--- src/rtl/mpw_rx_pkg.sv ---
package mpw_rx_pkg;
  localparam int DATA_W = 8;

  // control byte bit positions
  localparam int CTRL_TXIE = 7;
  localparam int CTRL_RXIE = 6;
  localparam int CTRL_TXEN = 5;
  localparam int CTRL_RXEN = 4;
  localparam int CTRL_WAKE = 3;
  localparam int CTRL_TEIE = 2;

  // register selects
  localparam logic [1:0] SEL_CTRL = 2'd0;
  localparam logic [1:0] SEL_STAT = 2'd1;
  localparam logic [1:0] SEL_DATA = 2'd2;

  // control -> datapath strobes
  typedef struct packed {
    logic enable;
    logic mpFrame;
  } rxCtlT;

  // datapath -> control frame result
  typedef struct packed {
    logic              done;
    logic [DATA_W-1:0] data;
    logic              mpBit;
    logic              stopOk;
  } rxFrameT;
endpackage

--- src/rtl/mpw_rx_shifter.sv ---
module mpw_rx_shifter
  import mpw_rx_pkg::*;
#(
  parameter int OVS = 16
) (
  input  logic    clk,
  input  logic    rstN,
  input  logic    rxLine,
  input  logic    sampleTick,
  input  rxCtlT   ctl,
  output rxFrameT frame
);
  localparam int CW = $clog2(OVS);
  localparam int BW = $clog2(DATA_W + 3);
  localparam logic [CW-1:0] MID_CNT  = CW'(OVS / 2 - 2);
  localparam logic [CW-1:0] LAST_CNT = CW'(OVS - 1);

  typedef enum logic [1:0] {ST_IDLE, ST_START, ST_BITS, ST_HOLD} stT;

  stT                st;
  logic [CW-1:0]     cnt;
  logic [BW-1:0]     bitIdx;
  logic [DATA_W-1:0] shReg;
  logic              mpReg;
  logic [BW-1:0]     stopIdx;

  assign stopIdx = ctl.mpFrame ? BW'(DATA_W + 1) : BW'(DATA_W);

  always_ff @(posedge clk) begin
    if (!rstN) begin
      st     <= ST_HOLD;
      cnt    <= '0;
      bitIdx <= '0;
      shReg  <= '0;
      mpReg  <= 1'b0;
      frame  <= '0;
    end else begin
      frame.done <= 1'b0;
      if (!ctl.enable) begin
        st  <= ST_HOLD;
        cnt <= '0;
      end else if (sampleTick) begin
        case (st)
          ST_IDLE: if (!rxLine) begin
            st  <= ST_START;
            cnt <= '0;
          end
          ST_START: begin
            if (cnt == MID_CNT) begin
              cnt    <= '0;
              bitIdx <= '0;
              mpReg  <= 1'b0;
              st     <= rxLine ? ST_IDLE : ST_BITS;
            end else begin
              cnt <= cnt + 1'b1;
            end
          end
          ST_BITS: begin
            if (cnt == LAST_CNT) begin
              cnt    <= '0;
              bitIdx <= bitIdx + 1'b1;
              if (bitIdx < BW'(DATA_W)) begin
                shReg <= {rxLine, shReg[DATA_W-1:1]};
              end else if (bitIdx != stopIdx) begin
                mpReg <= rxLine;
              end else begin
                frame.done   <= 1'b1;
                frame.data   <= shReg;
                frame.mpBit  <= mpReg;
                frame.stopOk <= rxLine;
                st           <= ST_HOLD;
              end
            end else begin
              cnt <= cnt + 1'b1;
            end
          end
          default: if (rxLine) st <= ST_IDLE;
        endcase
      end
    end
  end
endmodule

--- src/rtl/mpw_rx_ctrl.sv ---
module mpw_rx_ctrl
  import mpw_rx_pkg::*;
(
  input  logic              clk,
  input  logic              rstN,
  input  logic              mpMode,
  input  logic              syncMode,
  input  logic [1:0]        regSel,
  input  logic              wrEn,
  input  logic              rdEn,
  input  logic [7:0]        wrData,
  input  rxFrameT           frame,
  input  logic              txEmpty,
  input  logic              txEnd,
  output rxCtlT             ctl,
  output logic [7:2]        ctrlBits,
  output logic [DATA_W-1:0] rxData,
  output logic              rxFull,
  output logic              frameErr,
  output logic              overrun,
  output logic              irqRx,
  output logic              irqErr,
  output logic              irqTx,
  output logic              irqTxEnd,
  output logic              txAllowed
);
  logic wakeActive, dropFrame, acceptFrame, wakeRelease;
  logic wrCtrl, wrStat, rdDataStb;

  assign wakeActive  = ctrlBits[CTRL_WAKE] & mpMode & ~syncMode;
  assign dropFrame   = frame.done & wakeActive & ~frame.mpBit;
  assign acceptFrame = frame.done & ~dropFrame;
  assign wakeRelease = frame.done & wakeActive & frame.mpBit;

  assign wrCtrl    = wrEn && (regSel == SEL_CTRL);
  assign wrStat    = wrEn && (regSel == SEL_STAT);
  assign rdDataStb = rdEn && (regSel == SEL_DATA);

  always_ff @(posedge clk) begin
    if (!rstN) begin
      ctrlBits <= '0;
      rxData   <= '0;
      rxFull   <= 1'b0;
      frameErr <= 1'b0;
      overrun  <= 1'b0;
    end else begin
      if (wrCtrl) ctrlBits <= wrData[7:2];
      if (wakeRelease) ctrlBits[CTRL_WAKE] <= 1'b0;

      if (rdDataStb) rxFull <= 1'b0;
      if (wrStat && !wrData[1]) frameErr <= 1'b0;
      if (wrStat && !wrData[2]) overrun <= 1'b0;

      if (acceptFrame) begin
        if (!frame.stopOk) frameErr <= 1'b1;
        if (rxFull) begin
          overrun <= 1'b1;
        end else begin
          rxFull <= 1'b1;
          rxData <= frame.data;
        end
      end
    end
  end

  assign ctl.enable  = ctrlBits[CTRL_RXEN];
  assign ctl.mpFrame = mpMode;

  assign irqRx     = ctrlBits[CTRL_RXIE] & rxFull;
  assign irqErr    = ctrlBits[CTRL_RXIE] & (frameErr | overrun);
  assign irqTx     = ctrlBits[CTRL_TXIE] & txEmpty;
  assign irqTxEnd  = ctrlBits[CTRL_TEIE] & txEnd;
  assign txAllowed = ctrlBits[CTRL_TXEN];
endmodule

--- src/rtl/mpw_uart_rx.sv ---
module mpw_uart_rx
  import mpw_rx_pkg::*;
#(
  parameter int OVS = 16
) (
  input  logic       clk,
  input  logic       rstN,
  input  logic       rxLine,
  input  logic       sampleTick,
  input  logic       mpMode,
  input  logic       syncMode,
  input  logic [1:0] regSel,
  input  logic       wrEn,
  input  logic       rdEn,
  input  logic [7:0] wrData,
  output logic [7:0] rdData,
  output logic [7:0] rxData,
  output logic       rxFull,
  output logic       frameErr,
  output logic       overrun,
  output logic       irqRx,
  output logic       irqErr,
  output logic       irqTx,
  output logic       irqTxEnd,
  input  logic       txEmpty,
  input  logic       txEnd,
  output logic       txAllowed
);
  rxCtlT      rxCtl;
  rxFrameT    rxFrame;
  logic [7:2] ctrlBits;

  mpw_rx_shifter #(.OVS(OVS)) u_shift (
    .clk(clk), .rstN(rstN), .rxLine(rxLine), .sampleTick(sampleTick),
    .ctl(rxCtl), .frame(rxFrame)
  );

  mpw_rx_ctrl u_ctrl (
    .clk(clk), .rstN(rstN), .mpMode(mpMode), .syncMode(syncMode),
    .regSel(regSel), .wrEn(wrEn), .rdEn(rdEn), .wrData(wrData),
    .frame(rxFrame), .txEmpty(txEmpty), .txEnd(txEnd),
    .ctl(rxCtl), .ctrlBits(ctrlBits), .rxData(rxData), .rxFull(rxFull),
    .frameErr(frameErr), .overrun(overrun), .irqRx(irqRx), .irqErr(irqErr),
    .irqTx(irqTx), .irqTxEnd(irqTxEnd), .txAllowed(txAllowed)
  );

  always_comb begin
    case (regSel)
      SEL_CTRL: rdData = {ctrlBits, 2'b00};
      SEL_STAT: rdData = {5'b0, overrun, frameErr, rxFull};
      SEL_DATA: rdData = rxData;
      default:  rdData = 8'h00;
    endcase
  end
endmodule

--- config.mk ---
export PLATFORM = sky130hd
export DESIGN_NAME = mpw_uart_rx
export DESIGN_NICKNAME = d
export VERILOG_FILES = /design/src/rtl/mpw_rx_pkg.sv /design/src/rtl/mpw_rx_shifter.sv /design/src/rtl/mpw_rx_ctrl.sv /design/src/rtl/mpw_uart_rx.sv
export SDC_FILE = /design/constraint.sdc
export NUM_CORES = 1
export LEC_CHECK = 0
export ABC_AREA = 0
export BUFFER_PORTS_ARGS = -buffer_cell sky130_fd_sc_hd__buf_4
export CAP_MARGIN = 0
export CORE_MARGIN = 3
export CORE_UTILIZATION = 49
export DETAILED_ROUTE_END_ITERATION = 16
export PLACE_DENSITY = 0.8
export SLEW_MARGIN = 20
export SYNTH_ARGS = -nofsm -noshare
export SYNTH_HDL_FRONTEND = slang
export SYNTH_SLANG_ARGS = --single-unit
--- constraint.sdc ---
create_clock -name clk -period 1.94 [get_ports clk]
set_input_delay 0.291 -clock clk [delete_from_list [all_inputs] [get_ports clk]]
set_output_delay 0.291 -clock clk [all_outputs]
set_load 0.03 [all_outputs]
==> impl_metrics.ini, run 1 <==
[placed_design]
place.detailed.hpwl_microns = 3590
routabilityCongestion = 0.847
io_buffer_count = 42
dpl.cell_count = 336

[clock_network]
clock_tree_sinks = 47
cts_max_level = 2
holdBufCountCts = 0
buffers_from_clock_root_to_sink_at_most = 2
worst_path_clk_slew_ns = 0.09
cts_root_buf = sky130_fd_sc_hd__clkbuf_8
cts_bufs_inserted = 5
tritoncts = yes
clock_insertion_delay_worst_skew_ns = 0.30

[global_routing]
first_global_vias = 1700
globalRoute.totalOverflow = 0
grt_use_total = 0.188
grt_start_max_net_pins = 38
global_route_wire_length_before_repair_microns = 7930
antenna_found_initial = 0

[synthesis]
post_syn_instances = 242
syn_nets = 270
synth_edf_count = 0
yosysSeqAreaShare = 0.419
yosysWarningCount = 0
cell_taking_the_most_area_after_synthesis = sky130_fd_sc_hd__dfxtp_1
ys.flop_type = sky130_fd_sc_hd__dfxtp_1
syn-mean-instance-area_sq_um = 9.28
asyncSetResetFlopFracSynth = 0
synth_cell_type_count = 38
syn_area_sq_um = 2240
yosysTopAreaCellShare = 0.419
synth.top_cells.by_area = sky130_fd_sc_hd__dfxtp_1 (42%), sky130_fd_sc_hd__mux2i_1 (18%), sky130_fd_sc_hd__nor2_1 (8.0%), sky130_fd_sc_hd__ha_1 (4.5%), sky130_fd_sc_hd__nand2_1 (2.0%)
ys_seq_elements = 47

[floorplan]
die_w_microns = 73.7
die_h_microns = 73.7
top_level_ports = 44
std_cell_rows = 23
die_area_sq_um = 5430
fp.coreArea_sq_um = 4200
initial_core_util = 0.534

[worst_setup_path]
cp_max_fo = 11
cp.required_ns = 2.11
critical_path.startpoint_type = flip-flop
timing.critical_path.to_type = flip-flop
crit_type = reg2reg
cp.arrival_ns = 1.95

[hold_path]
worst_hold_path_type = in2reg

[drt]
drt-vias-per-instance = 5.55
totalWireLength_microns = 4930
drt_first_pass_iters = 4
post_route_ant_nets = 0
route.vias.total = 1902
dr.first_iter.drc_count = 70
post_route_drc_violation_count = 0
detail_route.wl_per_cell_microns = 14.4

[timing]
timing.slew.headroom = 0.594
max_freq_mhz = 562
finalHoldViolCount = 0
post-route-min-period_ns = 1.78
layout_skew_ns = 0.00777
final.period_utilization = 0.917
setup_viol = 0
worst_pin_slew_ns = 0.608
setup_tns_ns = 0
setup_repair_after_global_routing_missed_its_margin = no
report.final.slew_viol_count = 0

[power]
p_leak_uw = 0.00111
ir_worst_vdd_mv = 0.410
power_density_nw_per_um2 = 634

[finish]
syn_to_final_growth_pct = 24.5
layout-drive-gt1-share = 0.229
final_net_count = 321
antenna_cells = 0
post_layout_nonfiller_instances = 343

[flow_run]
timing.max_cap.violations = 0

[run_status]
outcome = completed
## cells by family after synthesis
| family | Yosys count | share of synthesized area |
|---|---|---|
| flops | 47 | 0.419 |
| xor+xnor | 1 | 0.00390 |
| mux | 41 | 0.183 |
| compound gates | 30 | 0.0886 |
| buf+inv | 14 | 0.0268 |
| simple gates | 101 | 0.234 |
| fa+ha+maj | 8 | 0.0446 |
## cells in the final DEF (no fill, tap or decap), drive strengths merged, types with 2 or more instances in the layout
| cell | synthesis | final |
|---|---|---|
| o21a | 3 | 3 |
| o21ai | 6 | 6 |
| a31oi | 5 | 5 |
| nand4 | 7 | 7 |
| nor2b | 5 | 5 |
| nand3 | 6 | 6 |
| or2 | 2 | 2 |
| mux2i | 41 | 41 |
| a21oi | 5 | 5 |
| dfxtp | 47 | 47 |
| buf | 1 | 52 |
| ha | 8 | 8 |
| o211ai | 2 | 2 |
| a21boi | 2 | 2 |
| nor2 | 48 | 48 |
| or3 | 2 | 2 |
| nand2 | 12 | 12 |
| and2 | 4 | 4 |
| nand3b | 3 | 3 |
| clkbuf | 7 | 5 |
| inv | 6 | 6 |
| a22o | 2 | 2 |
| nand4b | 3 | 3 |
| and3 | 2 | 2 |
## what timing repair did
| action | in CTS | in global routing |
|---|---|---|
| setup buffers | 0 | 0 |
| resized for setup | 0 | 3 |
| endpoints found under the setup margin | 0 | 13 |
## area by class of cell
type | count | area [sq um]
repair buffers | 52 | 415
clock inverters | 2 | 37.5
inverters | 6 | 22.5
clock buffers | 5 | 68.8
fillers | 331 | 1410
well taps | 50 | 62.6
flip-flops and latches | 47 | 943
multi-input cells | 181 | 1240
## through the flow
stage	power, uW	setup slack, ns	instance area (sq um)	hold WS [ns]	util
floorplan	1050	0.133	2240	0.434	-
global placement	1100	0.157	2690	0.449	0.639
detailed placement	1100	0.104	2690	0.459	0.639
CTS	1790	0.0411	2790	0.229	0.664
global route	1840	0.0279	2790	0.241	0.665
finish	1770	0.161	2790	0.229	0.665
## critical path, stage by stage (launching register included)
cell	delay [ns]
sky130_fd_sc_hd__dfxtp_1	0.37
sky130_fd_sc_hd__or3b_1	0.46
sky130_fd_sc_hd__nor4_4	0.34
sky130_fd_sc_hd__buf_12	0.19
sky130_fd_sc_hd__mux2i_1	0.24
sky130_fd_sc_hd__nor2_1	0.06
## state kept, by name (all words and copies together), names as in the netlist
register         count
u_ctrl.frameErr      1
u_ctrl.overrun       1
u_shift.cnt          4
u_shift.mpReg        1
u_shift.st           2
u_shift.shReg        8
u_shift.bitIdx       4
u_ctrl.ctrlBits      6
u_shift.frame       11
u_ctrl.rxData        8
u_ctrl.rxFull        1
## final timing paths
check                                                    start                         endpoint  slack [ns]  cells past startpoint
worst max register to register  u_shift.bitIdx[1]$_SDFFE_PN0P_    u_shift.frame[2]$_SDFFE_PN0P_        0.16                      5
worst max-delay path            u_shift.bitIdx[1]$_SDFFE_PN0P_    u_shift.frame[2]$_SDFFE_PN0P_        0.16                      5
worst min register to register      u_shift.mpReg$_SDFFE_PN0P_       u_shift.mpReg$_SDFFE_PN0P_        0.49                      2
worst min-delay path                                 wrData[5]  u_ctrl.ctrlBits[5]$_SDFFE_PN0P_        0.23                      3
## synth_stat cells, drive strengths merged (2+ instances only)
master	n
a21oi	5
and2	4
and3	2
or2	2
nand4b	3
nor2	48
a31oi	5
nand4	7
a21boi	2
clkbuf	7
o211ai	2
nand2	12
o21a	3
nand3	6
inv	6
nor2b	5
mux2i	41
nand3b	3
o21ai	6
a22o	2
or3	2
ha	8
dfxtp	47
## per-layer routing
metal  vias up  global-route usage  part of all wire
li1        954                   -                 -
met4         0              0.0443            0.0083
met3         5              0.0561             0.052
met5         -                   0                 0
met1       907               0.246              0.47
met2        36               0.304              0.47
## power by group
group | internal (uW) | switching (uW)
logic | 46.9 | 54.8
clock network | 377 | 321
registers | 968 | 4.65
Note: power is estimated with default switching activity, not from simulation.
==> inputs of run 2 (changes only) <==
--- a/config.mk
+++ b/config.mk
@@ -6,12 +6,14 @@
 export NUM_CORES = 1
 export LEC_CHECK = 0
 export ABC_AREA = 0
+export ABC_CLOCK_PERIOD_IN_PS = 1700
 export BUFFER_PORTS_ARGS = -buffer_cell sky130_fd_sc_hd__buf_4
 export CAP_MARGIN = 0
 export CORE_MARGIN = 3
-export CORE_UTILIZATION = 49
+export CORE_UTILIZATION = 54
 export DETAILED_ROUTE_END_ITERATION = 16
-export PLACE_DENSITY = 0.8
+export HOLD_SLACK_MARGIN = 0.12
+export PLACE_DENSITY = 0.83
 export SLEW_MARGIN = 20
 export SYNTH_ARGS = -nofsm -noshare
 export SYNTH_HDL_FRONTEND = slang
==> constraint.sdc (replaced) <==
create_clock -name clk -period 1.7 [get_ports clk]
set_input_delay 0.255 -clock clk [delete_from_list [all_inputs] [get_ports clk]]
set_output_delay 0.255 -clock clk [all_outputs]
set_load 0.03 [all_outputs]
==> run 2 against run 1 <==
The flow now finishes with violations (setup timing). Final area increased by 8.9%. Sequential power grew 14%. Combinational power increased by 25%. Maximum frequency grew 0.25%. Clock skew is 0.0019 ns lower. Cell count rose by 2.9%. Utilization up 13 points. Die area shrank 8.5%. Clock power grew 21%. First-iteration DRC count increased by 49%. Sequential share of layout area shrank 2.6 points. Critical endpoint is now u_shift.cnt[3]$_SDFFE_PN0P_.
==> impl_metrics.ini, run 2 (synthesis gave the netlist of run 1 again) <==
[finish]
fillerInstances = 246
regMostFlops = u_shift.frame
antenna_cells = 0
stdcell_area_sq_um = 3040
layout-drive-gt1-share = 0.328
number_of_flip_flops_in_the_largest_register = 11
most_frequent_standard_cell_in_the_layout_excluding_fill_and_tap_cells = sky130_fd_sc_hd__buf_4
mostFrequentLayoutCells = sky130_fd_sc_hd__buf_4 (59), sky130_fd_sc_hd__nor2_1 (48), sky130_fd_sc_hd__dfxtp_1 (42)
biggestRegsByFlops = u_shift.frame x11, u_ctrl.rxData x8, u_shift.shReg x8
multi_input_comb_area_sq_um = 1380
final_core_util = 0.795
final_net_count = 332
syn_to_final_growth_pct = 35.6
final-seq-area_sq_um = 950

[run_status]
violations = setup timing
outcome = complete, but fails checks

[timing]
final.period_utilization = 1.04
finalHoldViolCount = 0
setup_viol = 8
timing.slew.headroom = 0.592
post-route-min-period_ns = 1.78
layout_skew_ns = 0.00586
max_freq_mhz = 563
report.final.slew_viol_count = 0
setup_repair_after_global_routing_missed_its_margin = yes
worst_pin_slew_ns = 0.611
timing.final.ws_setup_ns = -0.0751
timing.hold.ws_ns = 0.177
setup_tns_ns = -0.225

[clock_network]
buffers_from_clock_root_to_sink_at_most = 2
cts_root_buf = sky130_fd_sc_hd__clkbuf_8
cts_bufs_inserted = 5
tritoncts = yes
worst_path_clk_slew_ns = 0.09
cts_max_level = 2
clock_tree_sinks = 47
clock_insertion_delay_worst_skew_ns = 0.31

[worst_setup_path]
timing.critical_path.to_type = flip-flop
crit_type = reg2reg
cp_max_fo = 4
timing.critical_path.slowest_stage_cell = sky130_fd_sc_hd__or4_1
cp.arrival_ns = 2.00
critical_path.startpoint_type = flip-flop
crit_path_max_incr_delay_ns = 0.45
crit_path_cell_trace = inv_1 > ha_1 > nand4bb_2 > nand4_1 > or4_1 > a31oi_1
cp.required_ns = 1.93

[drt]
drt_first_pass_iters = 4
detail_route.wl_per_cell_microns = 16.4
drt-vias-per-instance = 5.78
totalWireLength_microns = 5780
post_route_ant_nets = 0
post_route_drc_violation_count = 0
dr.first_iter.drc_count = 104
route.vias.total = 2040

[placed_design]
io_buffer_count = 42
postPlaceCellArea_sq_um = 2750
routabilityCongestion = 0.905
place.detailed.hpwl_microns = 3760

[power]
internal-power_uw = 1610
p_sw_uw = 476
switching_share = 0.228
p_clk_frac = 0.407
combinationalPowerShare = 0.061
power.sequential.fraction = 0.532
p_leak_uw = 0.00119
ir_worst_vdd_mv = 0.680
power_density_nw_per_um2 = 685

[flow_run]
timing.max_cap.violations = 0

[global_routing]
first_global_vias = 1909
globalRoute.totalOverflow = 0
grt_start_max_net_pins = 38
global_route_wire_length_before_repair_microns = 9030
grt_use_total = 0.225
antenna_found_initial = 0

[floorplan]
initial_core_util = 0.587
die_h_microns = 70.5
fp.coreArea_sq_um = 3830
die_w_microns = 70.5
die_area_sq_um = 4970
std_cell_rows = 22
top_level_ports = 44

[hold_path]
worst_hold_path_type = in2reg
run 2: changes by cell type in the layout (fill, tap and decap cells not counted), sizes merged:
cell / previous run / this run
buf: 52 / 62
clkbuf: 5 / 6
clkinv: 0 / 1
clkinvlp: 1 / 0
inv: 6 / 7
run 2: final timing paths:
check                               from                              end  slack (ns)  cells past startpoint
min                            wrData[5]  u_ctrl.ctrlBits[5]$_SDFFE_PN0P_        0.18                      3
max reg2reg  u_shift.cnt[0]$_SDFFE_PN0P_      u_shift.cnt[3]$_SDFFE_PN0P_       -0.08                      6
max          u_shift.cnt[0]$_SDFFE_PN0P_      u_shift.cnt[3]$_SDFFE_PN0P_       -0.08                      6
min reg2reg   u_shift.mpReg$_SDFFE_PN0P_       u_shift.mpReg$_SDFFE_PN0P_        0.49                      2
run 2: per-layer routing:
metal	global-route usage	vias up	part of all wire
met5	0	-	0
met4	0.0809	0	0.025
met2	0.379	72	0.50
met1	0.275	969	0.42
met3	0.0576	15	0.058
li1	-	984	-
run 2: cell type report:
| cell class | count | area share |
|---|---|---|
| Clock buffer | 5 | 0.0226 |
| Clock inverter | 3 | 0.0156 |
| Inverter | 6 | 0.00740 |
| Multi-Input combinational cell | 181 | 0.452 |
| Sequential cell | 47 | 0.312 |
| Tap cell | 48 | 0.0197 |
| Timing Repair Buffer | 63 | 0.171 |
run 2: timing repair:
item	in CTS	in global routing
setup endpoints to repair	2	23
setup buffers	0	2
pin swaps	3	5
gates cloned	0	1
resized for setup	8	25
hold endpoints to repair	0	0
hold buffers	0	0
run 2: worst max-delay path, delay by kind of cell (launching register included):
| family | cells | cell delay [ns] |
|---|---|---|
| buffers and inverters | 1 | 0.08 |
| DFF | 1 | 0.38 |
| and+or+nand+nor | 3 | 0.79 |
| adders and majority gates | 1 | 0.24 |
| AOI/OAI and AO/OA | 1 | 0.21 |
run 2: power by group through the flow:
stage / Combinational, uW / Clock (uW) / Sequential, uW
floorplan: 60.4 / 0 / 1140
global placement: 116 / 0 / 1140
detailed placement: 119 / 0 / 1140
CTS: 120 / 853 / 1110
global route: 138 / 909 / 1110
finish: 127 / 848 / 1110
run 2: through the flow:
stage                     setup slack [ns]  total power (uW)  std cells
after floorplan                    -0.0355              1200        242
after global placement             0.00605              1250        342
after detailed placement           -0.0455              1250        342
after CTS                           0.0143              2080        350
after global routing                -0.134              2160        353
final                              -0.0751              2080        353
